### src/rtl/irq_pkg.sv
package irq_pkg;
    localparam int          REG_W       = 8;
    localparam int          ADDR_W      = 2;
    localparam logic [7:0]  SRC_PRESENT = 8'hBB;

    typedef enum logic [1:0] {
        TRIG_RISE  = 2'b00,
        TRIG_FALL  = 2'b01,
        TRIG_LEVEL = 2'b10,
        TRIG_HOLD  = 2'b11
    } trig_e;

    typedef enum logic [1:0] {
        ADR_STATUS = 2'd0,
        ADR_ENABLE = 2'd1,
        ADR_MODE_H = 2'd2,
        ADR_MODE_L = 2'd3
    } reg_addr_e;
endpackage

### src/rtl/irq_src_cell.sv
module irq_src_cell (
    input  logic       clk,
    input  logic       rst_n,
    input  logic       cond_i,
    input  logic       en_i,
    input  logic [1:0] trig_i,
    input  logic       clr_i,
    output logic       stat_o
);
    import irq_pkg::*;

    typedef struct packed {
        logic cond;
        logic stat;
    } cell_st_t;

    cell_st_t cell_d, cell_q;
    logic     rise_w, fall_w, level_w, event_w;

    always_comb begin
        cell_d      = cell_q;
        cell_d.cond = cond_i;
        rise_w      = cond_i & ~cell_q.cond;
        fall_w      = ~cond_i & cell_q.cond;
        level_w     = trig_i[1];
        event_w     = 1'b0;
        if (level_w) begin
            cell_d.stat = en_i & cond_i;
        end else begin
            event_w     = en_i & ((trig_i == TRIG_FALL) ? fall_w : rise_w);
            cell_d.stat = event_w | (cell_q.stat & ~clr_i);
        end
    end

    always_ff @(posedge clk or negedge rst_n) begin
        if (!rst_n) cell_q <= '0;
        else        cell_q <= cell_d;
    end

    assign stat_o = cell_q.stat;

    assert_masked_quiet_R3: assert property (@(posedge clk) disable iff (!rst_n)
        (!en_i && !stat_o) |=> !stat_o);
    assert_rise_sets_R4: assert property (@(posedge clk) disable iff (!rst_n)
        (en_i && trig_i == TRIG_RISE && $rose(cond_i)) |=> stat_o);
    assert_fall_sets_R5: assert property (@(posedge clk) disable iff (!rst_n)
        (en_i && trig_i == TRIG_FALL && $fell(cond_i)) |=> stat_o);
    assert_level_track_R6: assert property (@(posedge clk) disable iff (!rst_n)
        trig_i[1] |=> (stat_o == $past(en_i && cond_i)));
    assert_read_clears_R7: assert property (@(posedge clk) disable iff (!rst_n)
        (clr_i && !trig_i[1] && $stable(cond_i)) |=> !stat_o);
endmodule

### src/rtl/irq_cfg_regs.sv
module irq_cfg_regs #(
    parameter int               W       = irq_pkg::REG_W,
    parameter int               AW      = irq_pkg::ADDR_W,
    parameter logic [W-1:0]     PRESENT = irq_pkg::SRC_PRESENT
) (
    input  logic          clk,
    input  logic          rst_n,
    input  logic          wr_i,
    input  logic          rd_i,
    input  logic [AW-1:0] addr_i,
    input  logic [W-1:0]  wdata_i,
    input  logic [W-1:0]  status_i,
    output logic [W-1:0]  en_o,
    output logic [W-1:0]  mode_h_o,
    output logic [W-1:0]  mode_l_o,
    output logic [W-1:0]  rdata_o,
    output logic          clr_o
);
    import irq_pkg::*;

    typedef struct packed {
        logic [W-1:0] en;
        logic [W-1:0] mh;
        logic [W-1:0] ml;
    } cfg_st_t;

    cfg_st_t cfg_d, cfg_q;

    always_comb begin
        cfg_d = cfg_q;
        if (wr_i) begin
            unique case (addr_i)
                ADR_ENABLE: cfg_d.en = wdata_i & PRESENT;
                ADR_MODE_H: cfg_d.mh = wdata_i & PRESENT;
                ADR_MODE_L: cfg_d.ml = wdata_i & PRESENT;
                default:    ;
            endcase
        end
    end

    always_ff @(posedge clk or negedge rst_n) begin
        if (!rst_n) cfg_q <= '0;
        else        cfg_q <= cfg_d;
    end

    always_comb begin
        unique case (addr_i)
            ADR_STATUS: rdata_o = status_i & PRESENT;
            ADR_ENABLE: rdata_o = cfg_q.en;
            ADR_MODE_H: rdata_o = cfg_q.mh;
            default:    rdata_o = cfg_q.ml;
        endcase
    end

    assign clr_o    = rd_i && (addr_i == ADR_STATUS);
    assign en_o     = cfg_q.en;
    assign mode_h_o = cfg_q.mh;
    assign mode_l_o = cfg_q.ml;

    assert_reserved_zero_R2: assert property (@(posedge clk) disable iff (!rst_n)
        (rdata_o & ~PRESENT) == '0);
    assert_status_write_ignored_R2: assert property (@(posedge clk) disable iff (!rst_n)
        (wr_i && addr_i == ADR_STATUS) |=> $stable(cfg_q));
endmodule

### src/rtl/irq_pin_drv.sv
module irq_pin_drv (
    input  logic       pend_i,
    input  logic [1:0] pol_i,
    output logic       irq_o,
    output logic       oe_o
);
    always_comb begin
        if (pol_i[1]) begin
            irq_o = 1'b0;
            oe_o  = pend_i;
        end else begin
            irq_o = pol_i[0] ? ~pend_i : pend_i;
            oe_o  = 1'b1;
        end
    end

    always_comb begin
        assert_line_drive_R10: assert (pol_i[1] ? (irq_o == 1'b0) : (oe_o == 1'b1));
    end
endmodule

### src/rtl/irq_hub.sv
module irq_hub #(
    parameter int                   W       = irq_pkg::REG_W,
    parameter int                   AW      = irq_pkg::ADDR_W,
    parameter logic [W-1:0]         PRESENT = irq_pkg::SRC_PRESENT
) (
    input  logic          clk,
    input  logic          rst_n,
    input  logic [W-1:0]  cond_i,
    input  logic          wr_i,
    input  logic          rd_i,
    input  logic [AW-1:0] addr_i,
    input  logic [W-1:0]  wdata_i,
    output logic [W-1:0]  rdata_o,
    input  logic [1:0]    pol_cfg_i,
    output logic          irq_o,
    output logic          irq_oe_o
);
    logic [W-1:0] status_w, en_w, mh_w, ml_w;
    logic         clr_w, pend_w;

    irq_cfg_regs #(.W(W), .AW(AW), .PRESENT(PRESENT)) u_regs (
        .clk      (clk),
        .rst_n    (rst_n),
        .wr_i     (wr_i),
        .rd_i     (rd_i),
        .addr_i   (addr_i),
        .wdata_i  (wdata_i),
        .status_i (status_w),
        .en_o     (en_w),
        .mode_h_o (mh_w),
        .mode_l_o (ml_w),
        .rdata_o  (rdata_o),
        .clr_o    (clr_w)
    );

    for (genvar i = 0; i < W; i++) begin : g_src
        if (PRESENT[i]) begin : g_live
            irq_src_cell u_cell (
                .clk    (clk),
                .rst_n  (rst_n),
                .cond_i (cond_i[i]),
                .en_i   (en_w[i]),
                .trig_i ({mh_w[i], ml_w[i]}),
                .clr_i  (clr_w),
                .stat_o (status_w[i])
            );
        end else begin : g_hole
            assign status_w[i] = 1'b0;
        end
    end

    assign pend_w = |(status_w & en_w);

    irq_pin_drv u_drv (
        .pend_i (pend_w),
        .pol_i  (pol_cfg_i),
        .irq_o  (irq_o),
        .oe_o   (irq_oe_o)
    );

    assert_pending_high_R9: assert property (@(posedge clk) disable iff (!rst_n)
        (pol_cfg_i == 2'b00 && $past(en_w) == en_w) |-> (irq_o == |(status_w & en_w)));
    assert_coincident_kept_R8: assert property (@(posedge clk) disable iff (!rst_n)
        (clr_w && en_w[0] && !mh_w[0] && !ml_w[0] && $rose(cond_i[0])) |=> status_w[0]);
endmodule

### config.mk
export PLATFORM = sky130hd
export DESIGN_NAME = irq_hub
export DESIGN_NICKNAME = d
export VERILOG_FILES = /design/src/rtl/irq_pkg.sv /design/src/rtl/irq_src_cell.sv /design/src/rtl/irq_cfg_regs.sv /design/src/rtl/irq_pin_drv.sv /design/src/rtl/irq_hub.sv
export SDC_FILE = /design/constraint.sdc
export NUM_CORES = 1
export LEC_CHECK = 0
export BUFFER_PORTS_ARGS = -buffer_cell sky130_fd_sc_hd__buf_2
export CAP_MARGIN = 30
export CORE_ASPECT_RATIO = 1.5
export CORE_MARGIN = 8
export CORE_UTILIZATION = 30
export DETAILED_ROUTE_END_ITERATION = 6
export PLACE_DENSITY = 0.48
export SLEW_MARGIN = 20
export SYNTH_ARGS = -nofsm -noshare
export SYNTH_HDL_FRONTEND = slang
export SYNTH_SLANG_ARGS = --single-unit
### constraint.sdc
create_clock -name clk -period 1.6 [get_ports clk]
set_input_delay 0.16 -clock clk [delete_from_list [all_inputs] [get_ports clk]]
set_output_delay 0.16 -clock clk [all_outputs]
set_load 0.05 [all_outputs]
# [After elaboration in Yosys (flattened, before gate mapping)]
# Index checks and enable logic that the tools add are counted.
[totals] register_bits=30 out_inout_bits=10 wordCells=97
[classes] n_eq_ne=9 n_mux=16 n_bitwise=51 n_reduce_logical=6
[ops] operator="1-bit AND" n=30
[ops] operator="8-bit case mux with 3 select lines" n=1
[ops] operator="1-bit two-way mux" n=15
[ops] operator="2-bit by 1-bit == test with 1-bit output, second input constant" n=7
[ops] operator="1-bit NOT" n=14
[ops] operator="8-bit AND" n=1
[ops] operator="8-bit OR reduction" n=1
[ops] operator="1-bit OR" n=6
[ops] operator="2-bit AND reduction" n=3
[ops] operator="2-bit == test, second input constant" n=2
[ops] operator="2-bit logical NOT" n=1
[ops] operator="1-bit logical AND" n=1

# [Longest topological paths before layout]
# Gate-level depths: netlist of run 1.
[depth] ltp_word=6 ltp_mapped=5 ltp_nobuf=3

# [Cells and area by module]
# Synthesis of run 1 repeated with hierarchy kept, for this count alone.
[hier_totals] cells_unflattened=119 hier_area_um2=1537.7
[by_module_without_submodules] module="irq_cfg_regs" instances=1 cells_each=57 area_each_um2=947.2 seq_area_each_um2=450.4
[by_module_without_submodules] module="irq_src_cell" instances=6 cells_each=9 area_each_um2=90.1 seq_area_each_um2=50.0
[by_module_without_submodules] module="irq_hub" instances=1 cells_each=5 area_each_um2=31.3 seq_area_each_um2=0.0
[by_module_without_submodules] module="irq_pin_drv" instances=1 cells_each=3 area_each_um2=18.8 seq_area_each_um2=0.0

# [Worst setup path after synthesis of run 1]
# Ideal clock, no wire load.
[synth_path] kind="flip-flop to output port" startpoint="register g_src[3].g_live.u_cell.cell_q, in the netlist g_src[3].g_live.u_cell.stat_o" endpoint="output irq_o" arrival_time_ns=1.178 t_required_ns=1.440 setup_slack_ns=0.262 stages_incl_launch_ff=4 path_buffers=0 path_cell_list="dfrtp_1 > a22oi_1 > and3_1 > mux2_2"
[synth_between] elab_chain_cells=5
[synth_lines] item="start, declared" line="irq_src_cell.sv:17" rtl="cell_st_t cell_d, cell_q;"
[synth_lines] item="start signal, assigned" line="irq_src_cell.sv:37" rtl="else cell_q <= cell_d;"
[synth_lines] item="8-bit AND (*)" line="irq_hub.sv:52" rtl="assign pend_w = |(status_w & en_w);"
[synth_lines] item="8-bit OR reduction (*)" line="irq_hub.sv:52"
[synth_lines] item="1-bit NOT" line="irq_pin_drv.sv:12" rtl="irq_o = pol_i[0] ? ~pend_i : pend_i;"
[synth_lines] item="1-bit two-way mux (*)" line="irq_pin_drv.sv:12"
[synth_lines] item="1-bit two-way mux (*)" line="irq_pin_drv.sv:8" rtl="if (pol_i[1]) begin"
[synth_lines] item="end, declared" line="irq_hub.sv:15" rtl="output logic irq_o,"
# Mark *: on every way between the ends. The rest lies on a longest branch, timed or not.

# [Worst setup path after layout of run 1]
[layout_path] startpoint="register u_regs.cfg_q, in the netlist u_regs.en_o[1]" endpoint="output irq_o"
[layout_between] elab_chain_cells=5
[layout_lines] item="start, declared" line="irq_cfg_regs.sv:27" rtl="cfg_st_t cfg_d, cfg_q;"
[layout_lines] item="start signal, assigned" line="irq_cfg_regs.sv:43" rtl="else cfg_q <= cfg_d;"
[layout_lines] item="8-bit AND (*)" line="irq_hub.sv:52"
[layout_lines] item="8-bit OR reduction (*)" line="irq_hub.sv:52"
[layout_lines] item="1-bit NOT" line="irq_pin_drv.sv:12"
[layout_lines] item="1-bit two-way mux (*)" line="irq_pin_drv.sv:12"
[layout_lines] item="1-bit two-way mux (*)" line="irq_pin_drv.sv:8"
# Marks and branches as above.

==> results.toml, run 1 <==
[pwr]
peakVddDrop_mv = 0.4496
cellPowerDensity_nw_per_um2 = 1296
power_leakage_nw = 0.8246

[worst_setup_path]
cpMaxStageDelayCell = "dfrtp_1"
critPathArrivalTime_ns = 1.53
end_kind = "output pin"
critPathTopFamily = "flip-flops"
crit_path_start = "u_regs.en_o[1]$_DFFE_PN0P_"
r2r_start = "u_regs.en_o[5]$_DFFE_PN0P_"
crit_required_ns = 1.44
worstSetupPathType = "flip-flop to output pin"
crit_buf_inv = 1
critPathLaunchType = "flip-flop"
crit_chain = "a22oi_2 > and3_4 > mux2_4 > buf_8"
crit_path_max_incr_delay_ns = 0.38
cp_max_fo = 2

[final_layout]
ff_latch_area_um2 = 750.7
multi_input_area_um2 = 665.6
antennaDiodeCount = 0
syn_to_final_growth_pct = 29.52
drive_gt1_share_pct = 52.05
nNetsFinal = 170
layout_commonest_cell = "dfrtp_1"
fillerInstances = 492
final_core_util_pct = 39.79
final_area_um2 = 1883
final_cell_mix = "30 x dfrtp_1, 20 x buf_2, 18 x mux2_2"

[placed_design]
place.gp.congestion = 0.7049
dp.final_hpwl_um = 2449
place_area_um2 = 1648
numPortBuffers = 27

[synthesis]
ys_seq_area_share_pct = 51.64
synth_area_um2 = 1454
synth_cells = 103
syn_avg_cell_area_um2 = 14.12
yosysUniqueCellTypes = 24
yosys_warnings = 0
ys_seq_elements = 30

[timing]
tightest_slew_ns = 0.6964
drv_slew = 0
hold_viol = 0
fin_skew_ns = 0.003071
setup_viol = 2
maxSlewHeadroom_pct = 53.57
period_minus_slack_ns = 1.689
grt_setup_unrepaired = "yes"
finalCritPeriodShare_pct = 105.5
fin_ws_ns = -0.08852
fmax_mhz = 592.2

[floorplanning]
fp.dieArea_um2 = 7376
die_w_um = 72.84
start_util_pct = 30.72
die_h_um = 101.3
ioPinCount = 34
rows = 31
core-area_um2 = 4732

[clock_tree]
clockRootBuffer = "clkbuf_8"
clock_latency_ns = 0.27
clock_path_buffers = 2
cts.sinks = 30
htree_levels = 2
clk_pin_slew_worst_paths_ns = 0.06
tritoncts = "yes"
cts_buffers = 5

[run]
cap_violations = 0

[grt]
grt_overflow = 0
antenna_found_initial = 0
grt.total_usage_pct = 10.16
grt_pass1_wl_um = 5589
grt_max_degree = 31
grt_pass1_vias = 1136

[detailed_routing]
remaining_drc_errors = 0
routed_wl_um = 3368
final_antenna_net_count = 0
wl_per_cell_um = 15.89
drt_iter0_markers = 21
drtPass1Iterations = 2
vias_per_cell = 4.807
num_vias = 1019

[status]
status = "finished, violations left"
violations = "negative setup slack"

[min_path]
worstHoldStart = "cond_i[1]"
min_path_type = "input port to flip-flop"
==> stage by stage <==
| stage | power [W] | cells | hold WS (ns) | setup TNS, ns | setup slack (ns) |
|---|---|---|---|---|---|
| after floorplan | 0.001495 | 104 | -0.1356 | 0 | 0.2621 |
| after global placement | 0.001661 | 194 | 0.2404 | 0 | 0.06537 |
| after detailed placement | 0.001683 | 194 | 0.2496 | 0 | 0.05764 |
| after CTS | 0.002452 | 211 | 0.004027 | -0.1517 | -0.1059 |
| after global routing | 0.002568 | 212 | 0.009665 | -0.2793 | -0.1248 |
| final | 0.002440 | 212 | 0.01423 | -0.09029 | -0.08852 |
==> power breakdown <==
group	leakage (nW)	internal [W]	switching, W
logic	0.426	0.000445	0.000419
registers	0.360	0.000895	0.000118
clock network	0.0383	0.000299	0.000263
==> synth_stat cells (all sizes together) <==
library cell | number | area share, %
o21ai | 6 | 2.1
conb | 1 | 0.26
and3 | 1 | 0.43
or3b | 1 | 0.60
o21bai | 1 | 0.52
nor2b | 1 | 0.43
mux2 | 19 | 15
a22oi | 3 | 1.5
o211ai | 5 | 2.6
nand2 | 1 | 0.26
nand3b | 3 | 1.5
nor4bb | 1 | 0.69
buf | 5 | 2.9
dfrtp | 30 | 52
and4b | 5 | 3.4
mux4 | 6 | 11
a21oi | 6 | 3.4
nor2 | 6 | 1.5
nand3 | 1 | 0.34
inv | 1 | 0.26
==> metal layers <==
layer	wire length (um)	part of all wire, %	track usage (%)	vias up
met2	1848	55	18.60	19
met1	1265	38	9.547	519
met4	68	2.0	5.108	0
met3	186	5.5	3.667	6
met5	0	0	0	-
li1	-	-	-	475
==> sequential cells by signal, indices dropped and copies added (netlist names) <==
name / cells
g_src.g_live.u_cell.stat_o: 6
u_regs.mode_l_o: 6
u_regs.en_o: 6
u_regs.mode_h_o: 6
g_src.g_live.u_cell.cell_q: 6
==> cell families after synthesis <==
logic type | after synthesis | synth area share, %
mux | 25 | 25.56
compound gates | 21 | 10.07
flops | 30 | 51.64
simple gates | 20 | 9.294
buf+inv | 6 | 3.183
other cells | 1 | 0.2579
==> final timing paths <==
check,endpoint,slack [ns],cells past startpoint
max,irq_o,-0.09,4
max in group asynchronous,u_regs.en_o[4]$_DFFE_PN0P_,0.68,2
min reg2reg,g_src[0].g_live.u_cell.stat_o$_DFF_PN0_,0.50,1
max reg2reg,g_src[5].g_live.u_cell.stat_o$_DFF_PN0_,0.48,5
min,g_src[1].g_live.u_cell.cell_q[1]$_DFF_PN0_,0.01,1
min in group asynchronous,g_src[0].g_live.u_cell.cell_q[1]$_DFF_PN0_,0.46,2
==> area by class of cell <==
type	instances	area share, %
Multi-Input combinational cell	68	35.35
Sequential cell	30	39.87
Timing Repair Buffer	40	16.15
Tap cell	66	4.385
Inverter	1	0.1993
Clock buffer	7	4.053
==> repair_timing <==
item / in CTS / in global routing
gates resized for setup: 25 / 5
endpoints found under the setup margin: 7 / 7
buffers inserted: 8 / 1
hold buffers: 2 / 0
pin swaps: 2 / 1
endpoints found under the hold margin: 31 / 0
(Power assumes the default switching activity.)
==> run 2: changes to the inputs <==
--- a/config.mk
+++ b/config.mk
@@ -8,11 +8,10 @@
 export BUFFER_PORTS_ARGS = -buffer_cell sky130_fd_sc_hd__buf_2
 export CAP_MARGIN = 30
 export CORE_ASPECT_RATIO = 1.5
-export CORE_MARGIN = 8
-export CORE_UTILIZATION = 30
+export CORE_MARGIN = 4
+export CORE_UTILIZATION = 52
 export DETAILED_ROUTE_END_ITERATION = 6
-export PLACE_DENSITY = 0.48
-export SLEW_MARGIN = 20
+export PLACE_DENSITY = 0.76
 export SYNTH_ARGS = -nofsm -noshare
 export SYNTH_HDL_FRONTEND = slang
 export SYNTH_SLANG_ARGS = --single-unit
==> results.toml, run 2 (synthesized netlist as in run 1, its figures left out) <==
[pwr]
cellPowerDensity_nw_per_um2 = 1344
switchingPower_w = 0.0008021
internal_power_w = 0.001695
netSwitchingFraction_pct = 32.13
seqPwrFrac_pct = 41.0
power_frac_clock_pct = 24.0
peakVddDrop_mv = 0.8141
comb_power_share_pct = 34.9
power_leakage_nw = 0.8335

[detailed_routing]
num_vias = 1014
final_antenna_net_count = 0
wl_per_cell_um = 16.98
remaining_drc_errors = 0
drtPass1Iterations = 4
routed_wl_um = 3107
drt_iter0_markers = 18
vias_per_cell = 5.541

[floorplanning]
core-area_um2 = 2676
die_w_um = 51.18
start_util_pct = 54.32
fp.dieArea_um2 = 3723
die_h_um = 72.76
ioPinCount = 34
rows = 23

[timing]
tns_ns = -0.2363
fin_skew_ns = 0.006416
setup_viol = 2
fin_ws_ns = -0.1257
finalCritPeriodShare_pct = 107.9
maxSlewHeadroom_pct = 55.49
tightest_slew_ns = 0.6676
period_minus_slack_ns = 1.726
drv_slew = 0
fmax_mhz = 579.5
grt_setup_unrepaired = "yes"
hold_viol = 0

[grt]
grt.total_usage_pct = 19.40
grt_max_degree = 31
antenna_found_initial = 0
grt_pass1_vias = 1137
grt_overflow = 0
grt_pass1_wl_um = 5278

[final_layout]
drive_gt1_share_pct = 52.74
nNetsFinal = 169
antennaDiodeCount = 0
final_cell_mix = "30 x dfrtp_1, 20 x buf_2, 18 x mux2_2"
syn_to_final_growth_pct = 27.80
layout_commonest_cell = "dfrtp_1"
layout.cells.non_filler = 183
final_area_um2 = 1858
fillerInstances = 217

[worst_setup_path]
crit_chain = "a22oi_2 > and3_4 > mux2_4 > buf_8"
cp_max_fo = 2
critPathArrivalTime_ns = 1.57
critPathLaunchType = "flip-flop"
crit_path_max_incr_delay_ns = 0.40
worstSetupPathType = "flip-flop to output pin"
crit_required_ns = 1.44
end_kind = "output pin"
cpMaxStageDelayCell = "dfrtp_1"

[placed_design]
dpl.cell_count = 164
pre_cts_slack_ns = 0.04604
dp.final_hpwl_um = 2207
numPortBuffers = 27
place.gp.congestion = 0.7262
place_area_um2 = 1604

[status]
status = "finished, violations left"
violations = "negative setup slack"

[clock_tree]
clock_path_buffers = 2
clock_latency_ns = 0.27
cts_buffers = 5
htree_levels = 2
tritoncts = "yes"
clk_pin_slew_worst_paths_ns = 0.06
cts.sinks = 30
clockRootBuffer = "clkbuf_8"

[min_path]
min_path_type = "input port to flip-flop"

[run]
cap_violations = 0
[run 2: changes by cell type in the layout (fill, tap and decap cells not counted), sizes merged]
| cell | change |
|---|---|
| dlygate4sd3 | -1 |
| clkinv | +1 |
[run 2: timing repair]
| item | 4_1_cts | 5_1_grt |
|---|---|---|
| gates resized for setup | 19 | 14 |
| hold buffers | 1 | 0 |
| pin swaps | 3 | 2 |
| endpoints found under the hold margin | 30 | 0 |
| buffers inserted | 6 | 4 |
| setup endpoints to repair | 3 | 7 |
[run 2: per-stage QoR]
stage | hold slack (ns) | total power [W] | utilization, %
5_1_grt | 0.007901 | 0.002626 | 69.43
3_3_place_gp | 0.2244 | 0.001634 | 59.93
4_1_cts | 0.005776 | 0.002424 | 67.09
3_5_place_dp | 0.2324 | 0.001668 | 59.93
6_report | 0.01539 | 0.002497 | 69.43
2_1_floorplan | -0.1356 | 0.001495 | -
[run 2: power groups by stage]
stage          logic, W  registers [W]  clock network (W)
6_report       0.000872        0.00102           0.000600
5_1_grt        0.000931        0.00104           0.000651
4_1_cts        0.000788        0.00101           0.000623
3_5_place_dp   0.000632        0.00104                  0
3_3_place_gp   0.000611        0.00102                  0
2_1_floorplan  0.000500       0.000995                  0
[run 2: layout make-up]
class,instances,area [um^2],area share (%)
inverter,1,3.754,0.2020
sequential,30,750.7,40.40
tap,37,46.29,2.492
clock inverter,1,5.005,0.2694
multi-input combinational,68,660.6,35.56
clock buffer,7,86.33,4.646
timing repair buffer,39,305.3,16.43
[run 2: critical path, delay by kind of cell (launching register included)]
family / cells / cell delay [ns]
compound gates: 1 / 0.21
simple gates: 1 / 0.22
flops: 1 / 0.40
buf+inv: 1 / 0.15
mux: 1 / 0.31
[run 2: worst paths after layout]
path                                                         startpoint                                          to  slack [ns]  depth (start not counted)
worst min register to register           u_regs.mode_h_o[0]$_DFFE_PN0P_     g_src[0].g_live.u_cell.stat_o$_DFF_PN0_        0.50                          1
worst max-delay path            g_src[1].g_live.u_cell.stat_o$_DFF_PN0_                                       irq_o       -0.13                          4
worst max register to register               u_regs.en_o[0]$_DFFE_PN0P_     g_src[0].g_live.u_cell.stat_o$_DFF_PN0_        0.36                          6
worst min-delay path                                          cond_i[0]  g_src[0].g_live.u_cell.cell_q[1]$_DFF_PN0_        0.02                          1
min in group asynchronous                                         rst_n  g_src[3].g_live.u_cell.cell_q[1]$_DFF_PN0_        0.45                          2
max in group asynchronous                                         rst_n              u_regs.mode_h_o[4]$_DFFE_PN0P_        0.71                          2
[run 2: metal layers]
metal	global-route usage (%)	wire length (um)	up-vias
met4	8.383	57	0
met2	36.30	1763	24
met5	0	0	-
met3	4.499	102	8
met1	20.05	1183	510
li1	-	-	472
